--- src/rtl/blkadd_pkg.sv ---
package blkadd_pkg;
   localparam int unsigned REC_WORDS = 4;

   typedef enum logic [1:0] {
      PH_RD_A  = 2'd0,
      PH_RD_B  = 2'd1,
      PH_WR_LO = 2'd2,
      PH_WR_HI = 2'd3
   } phase_t;

   // extra doublings of the minimum divide ratio for each select code
   function automatic int unsigned rate_shift(input logic [1:0] s);
      case (s)
         2'd0:    return 0;
         2'd1:    return 1;
         default: return 2;
      endcase
   endfunction
endpackage

--- src/rtl/blkadd_clk_en.sv ---
module blkadd_clk_en
   import blkadd_pkg::*;
#(
   parameter int unsigned MIN_LOG = 2
) (
   input  logic       clk,
   input  logic       rst_n,
   input  logic       restart,
   input  logic [1:0] sel,
   output logic       tick
);
   localparam int unsigned CNT_W = MIN_LOG + 2;

   generate
      if (MIN_LOG < 1) begin : g_bad_log
         $error("blkadd_clk_en: MIN_LOG must be at least 1");
      end
   endgenerate

   logic [1:0]       sel_q;
   logic [CNT_W-1:0] cnt;
   logic [CNT_W-1:0] last;

   always_comb last = CNT_W'((32'd1 << (MIN_LOG + rate_shift(sel_q))) - 32'd1);
   assign tick = (cnt == last);

   always_ff @(posedge clk) begin
      if (!rst_n) begin
         sel_q <= 2'd0;
         cnt   <= '0;
      end else if (restart) begin
         sel_q <= sel;
         cnt   <= '0;
      end else if (tick) begin
         cnt   <= '0;
      end else begin
         cnt   <= cnt + CNT_W'(1);
      end
   end

   AST_TICK_SINGLE: assert property (@(posedge clk) disable iff (!rst_n)
      tick |=> !tick);
endmodule

--- src/rtl/blkadd_add.sv ---
module blkadd_add #(
   parameter int unsigned W = 16
) (
   input  logic [W-1:0] a,
   input  logic [W-1:0] b,
   output logic [W-1:0] sum,
   output logic         cout
);
   generate
      if (W < 2) begin : g_bad_w
         $error("blkadd_add: W must be at least 2");
      end
   endgenerate

   assign {cout, sum} = a + b;
endmodule

--- src/rtl/blkadd_seq.sv ---
module blkadd_seq
   import blkadd_pkg::*;
#(
   parameter int unsigned NUM_REC = 2048,
   parameter int unsigned ADDR_W  = 13
) (
   input  logic              clk,
   input  logic              rst_n,
   input  logic              start,
   input  logic              tick,
   output logic              busy,
   output logic              done,
   output logic              launch,
   output logic [ADDR_W-1:0] addr
);
   localparam int unsigned     WORDS = NUM_REC * REC_WORDS;
   localparam logic [ADDR_W-1:0] LAST = ADDR_W'(WORDS - 1);

   generate
      if (NUM_REC < 1 || WORDS > (64'd1 << ADDR_W)) begin : g_bad_span
         $error("blkadd_seq: NUM_REC records do not fit in ADDR_W bits");
      end
   endgenerate

   assign launch = start & ~busy;

   always_ff @(posedge clk) begin
      if (!rst_n) begin
         busy <= 1'b0;
         done <= 1'b0;
         addr <= '0;
      end else if (launch) begin
         busy <= 1'b1;
         done <= 1'b0;
         addr <= '0;
      end else if (busy && tick) begin
         if (addr == LAST) begin
            busy <= 1'b0;
            done <= 1'b1;
            addr <= '0;
         end else begin
            addr <= addr + ADDR_W'(1);
         end
      end
   end

   AST_ADDR_STEP: assert property (@(posedge clk) disable iff (!rst_n)
      (busy && tick && addr != LAST && !start) |=> (addr == $past(addr) + ADDR_W'(1)));
   AST_DONE_IDLE: assert property (@(posedge clk) disable iff (!rst_n)
      done |-> !busy);
   AST_DONE_HOLD: assert property (@(posedge clk) disable iff (!rst_n)
      (done && !start) |=> done);
   AST_START_IGNORED: assert property (@(posedge clk) disable iff (!rst_n)
      (busy && start && !tick) |=> (busy && addr == $past(addr)));
endmodule

--- src/rtl/blkadd_engine.sv ---
module blkadd_engine
   import blkadd_pkg::*;
#(
   parameter int unsigned DATA_W  = 16,
   parameter int unsigned NUM_REC = 2048,
   parameter int unsigned MIN_LOG = 2,
   parameter int unsigned ADDR_W  = $clog2(NUM_REC * 4)
) (
   input  logic              clk,
   input  logic              rst_n,
   input  logic              start,
   input  logic [1:0]        rate_sel,
   output logic              busy,
   output logic              done,
   output logic              ram_en,
   output logic              ram_we,
   output logic [ADDR_W-1:0] ram_addr,
   output logic [DATA_W-1:0] ram_wdata,
   input  logic [DATA_W-1:0] ram_rdata
);
   logic              tick;
   logic              launch;
   logic [ADDR_W-1:0] addr;
   phase_t            ph;
   logic [DATA_W-1:0] opa_q;
   logic              carry_q;
   logic [DATA_W-1:0] sum_lo;
   logic              sum_co;

   blkadd_clk_en #(.MIN_LOG(MIN_LOG)) u_div (
      .clk(clk), .rst_n(rst_n), .restart(launch), .sel(rate_sel), .tick(tick)
   );

   blkadd_seq #(.NUM_REC(NUM_REC), .ADDR_W(ADDR_W)) u_seq (
      .clk(clk), .rst_n(rst_n), .start(start), .tick(tick),
      .busy(busy), .done(done), .launch(launch), .addr(addr)
   );

   // operand B is still on ram_rdata when the low result word is written
   blkadd_add #(.W(DATA_W)) u_add (
      .a(opa_q), .b(ram_rdata), .sum(sum_lo), .cout(sum_co)
   );

   assign ph = phase_t'(addr[1:0]);

   always_ff @(posedge clk) begin
      if (!rst_n) begin
         opa_q   <= '0;
         carry_q <= 1'b0;
      end else if (busy && tick) begin
         if (ph == PH_RD_B)  opa_q   <= ram_rdata;
         if (ph == PH_WR_LO) carry_q <= sum_co;
      end
   end

   assign ram_en   = busy & tick;
   assign ram_we   = ram_en & (ph == PH_WR_LO || ph == PH_WR_HI);
   assign ram_addr = addr;

   always_comb begin
      if (ph == PH_WR_HI) ram_wdata = {{(DATA_W-1){1'b0}}, carry_q};
      else                ram_wdata = sum_lo;
   end

   AST_HI_WORD_CLEAN: assert property (@(posedge clk) disable iff (!rst_n)
      (ram_we && ram_addr[1:0] == 2'b11) |-> (ram_wdata[DATA_W-1:1] == '0));
   AST_IDLE_QUIET: assert property (@(posedge clk) disable iff (!rst_n)
      (!busy) |-> (!ram_en && !ram_we));
endmodule

--- config.mk ---
export PLATFORM = sky130hd
export DESIGN_NAME = blkadd_engine
export DESIGN_NICKNAME = d
export VERILOG_FILES = /design/src/rtl/blkadd_pkg.sv /design/src/rtl/blkadd_clk_en.sv /design/src/rtl/blkadd_add.sv /design/src/rtl/blkadd_seq.sv /design/src/rtl/blkadd_engine.sv
export SDC_FILE = /design/constraint.sdc
export NUM_CORES = 1
export LEC_CHECK = 0
export BUFFER_PORTS_ARGS = -buffer_cell sky130_fd_sc_hd__buf_2
export CORE_AREA = 2 2 72 74
export CTS_BUF_LIST = sky130_fd_sc_hd__clkbuf_4 sky130_fd_sc_hd__clkbuf_8
export DETAILED_ROUTE_END_ITERATION = 6
export DIE_AREA = 0 0 74 76
export MAX_ROUTING_LAYER = met4
export PLACE_DENSITY = 0.79
export SLEW_MARGIN = 0
export SYNTH_ARGS = -nofsm -noshare
export SYNTH_HDL_FRONTEND = slang
export SYNTH_SLANG_ARGS = --single-unit
--- constraint.sdc ---
create_clock -name clk -period 4.1 [get_ports clk]
set_input_delay 0.205 -clock clk [delete_from_list [all_inputs] [get_ports clk]]
set_output_delay 0.205 -clock clk [all_outputs]
set_load 0.01 [all_outputs]
==> results.toml <==
[outcome]
status = "complete, no violations"

[placed_design]
globalplace.congestion = 0.914
port_buffers = 53
hpwl_mm = 4.16
place_ws_ns = 1.73
dp_cells = 425

[detailed_routing]
post_drt_via_cell_ratio = 5.31
via_count = 2296
drt_iter0_drc = 68
dr.pass1.iters = 4
ant_nets = 0
drc = 0
wl_per_cell_um = 12.5
routed_wirelength_mm = 5.42

[synth]
ys_ff_latch = 38
synth_area_per_cell_um2 = 8.13
synth_cells = 315
ys.flop_type = "dfxtp_1"
syn_area_mm2 = 0.00256
ys_types = 46
synth_top_area_share_pct = 29.7
synth.area.top_cells = "dfxtp_1 30%, ha_1 10%, nand2_1 7.5%, a21boi_0 4.7%, nor2_1 4.7%"
synth_edf_count = 0
ys_seq_area_share_pct = 29.7
async_flop_share_pct = 0
yosys.area.top_type = "dfxtp_1"
syn-num-nets = 358
yosysWarnings = 0

[cells_and_area]
stdcell_count = 432
fin_nets = 405
layout_commonest_cell = "buf_2"
final_cell_mix = "53 x buf_2, 51 x nand2_1, 38 x dfxtp_1"
drive_gt1_share_pct = 20.2
n_antenna_cell = 0
area_delta_synth_final_pct = 14.0

[power_and_ir_drop]
power_density_mw_per_mm2 = 242
leakage_nw = 1.28
finalPower_w = 0.000707
ir_drop_mv = 0.232

[timing]
hold_violations = 0
finalCriticalPeriod_ns = 2.71
period_share_pct = 66.0
tightest_slew_ns = 0.812
timing.setup.tns_ns = 0
drv_slew = 0
finClkSkew_ns = 0.00303
max_clock_freq_mhz = 370
layout_setup_ws_ns = 1.39
rsz0062_at_grt = "no"
setup-violations-final = 0
relSlewSlack_pct = 45.9
hold_ws_ns = 0.169

[grt]
grt_pass1_wl_mm = 9.25
grt_pass1_vias = 2148
antenna_found_initial = 0
grt_usage_pct = 20.6
grt_max_degree = 29
gr-total-overflow = 0

[clocking]
postCtsHoldBufs = 0
cts_made_buffers = 5
clkTransAtPathRegs_ns = 0.07
cts_tree = "done"
clock_latency_ns = 0.28
cts_resized = 0
cts.sinks = 38
postCtsSetupBuffers = 0
cts-root-buf = "clkbuf_8"
clk_path_buf_depth = 2
htreeDepth = 2

[worst_setup_path]
cpPeakStageDelay_ns = 0.38
critPathTopFamily = "adder cells"
crit_path_start_kind = "flip-flop"
crit_buf_inv = 2
worst_path_max_delay_cell = "fa_1"
worstPathRequired_ns = 3.89
path_class = "flip-flop to primary output"
path_cells = "ha_1, inv_1, fa_1, nor2b_1, o2111ai_4, a211oi_1, a311oi_1, mux2_2, buf_2"
path_max_fanout = 5
crit_path_end_kind = "primary output"
arrival_ns = 2.50

[floorplanning]
rows = 26
start_util_pct = 52.1
design.die.area_mm2 = 0.00562
die_y_um = 76
core-area_mm2 = 0.00491
die_w_um = 74
num_io_pins = 54

[flow_run]
cap_violations = 0

[min_path]
hold_class = "primary input to flip-flop"
[through the flow]
step | instance area, um2 | utilization [%]
floorplan | 2560 | -
global placement | 2830 | 57.7
detailed placement | 2830 | 57.7
CTS | 2920 | 59.4
global route | 2920 | 59.4
finish | 2920 | 59.4
[per-layer routing]
metal | vias up | share of wire, % | global-route usage (%)
li1 | 1199 | - | -
met3 | 2 | 4.9 | 3.17
met1 | 1036 | 46 | 26.0
met4 | 0 | 0.31 | 5.09
met5 | - | 0 | -
met2 | 59 | 49 | 34.2
[where the power goes]
group	switching, W	internal [W]	total (W)
logic	0.0000457	0.0000356	0.0000814
registers	0.00000391	0.000373	0.000377
clock network	0.000119	0.000130	0.000250
[Yosys cell counts (2+ instances only)]
cell	instances
clkbuf_1	4
and4_1	2
buf_2	2
nand3_1	6
o21a_1	5
xnor2_1	7
and3_1	8
nand2_1	51
a21o_1	6
a21oi_1	14
buf_6	3
a31oi_1	3
buf_4	2
nor2_1	32
a211oi_1	3
inv_1	7
nand2b_1	3
nor3_1	7
a21boi_0	16
nand4_1	12
dfxtp_1	38
xor2_1	12
mux2_2	6
a21boi_1	2
buf_1	2
a41oi_1	2
and2_1	6
ha_1	21
nor2b_1	8
o21ai_0	9
[layout make-up]
class / count / area, um2
repair buffers: 54 / 273
clock buffers: 7 / 83.8
multi-input cells: 256 / 1690
well taps: 70 / 87.6
fillers: 471 / 1990
inverters: 7 / 26.3
flip-flops and latches: 38 / 761
[worst reg2reg max path, cell delays in order (launching register included)]
cell and delay, ns:
dfxtp_1 0.38, ha_1 0.21, nand4bb_1 0.12, o22ai_2 0.66, nand2_1 0.56, nand2_1 0.20, a21boi_0 0.10
[sequential cells by signal, summed over array words and instances, names as in the netlist]
register and flops:
u_seq.done 1, opa_q 16, u_div.cnt 4, u_seq.busy 1, carry_q 1, u_seq.addr 13
u_div.sel_q 2
[cell families (layout without fill, tap and decap cells)]
| group | Yosys count | after routing | synth area share (%) |
|---|---|---|---|
| multiplexers | 6 | 6 | 2.64 |
| AO/OA/AOI/OAI | 69 | 69 | 19.4 |
| flip-flops | 38 | 38 | 29.7 |
| buffers and inverters | 21 | 68 | 4.40 |
| adder cells (fa/ha/maj) | 22 | 22 | 11.0 |
| AND/OR/NAND/NOR | 140 | 140 | 26.3 |
| XOR/XNOR | 19 | 19 | 6.50 |
[final timing paths]
check,slack [ns],start,cells after the start,end
worst max register to register,1.76,u_div.cnt[0],6,opa_q[13]
worst min register to register,0.47,u_seq.done,1,u_seq.done
worst max-delay path,1.39,opa_q[0],9,ram_wdata[14]
worst min-delay path,0.17,rate_sel[0],3,u_div.sel_q[0]
No activity file was read; power rests on OpenSTA's default activity.
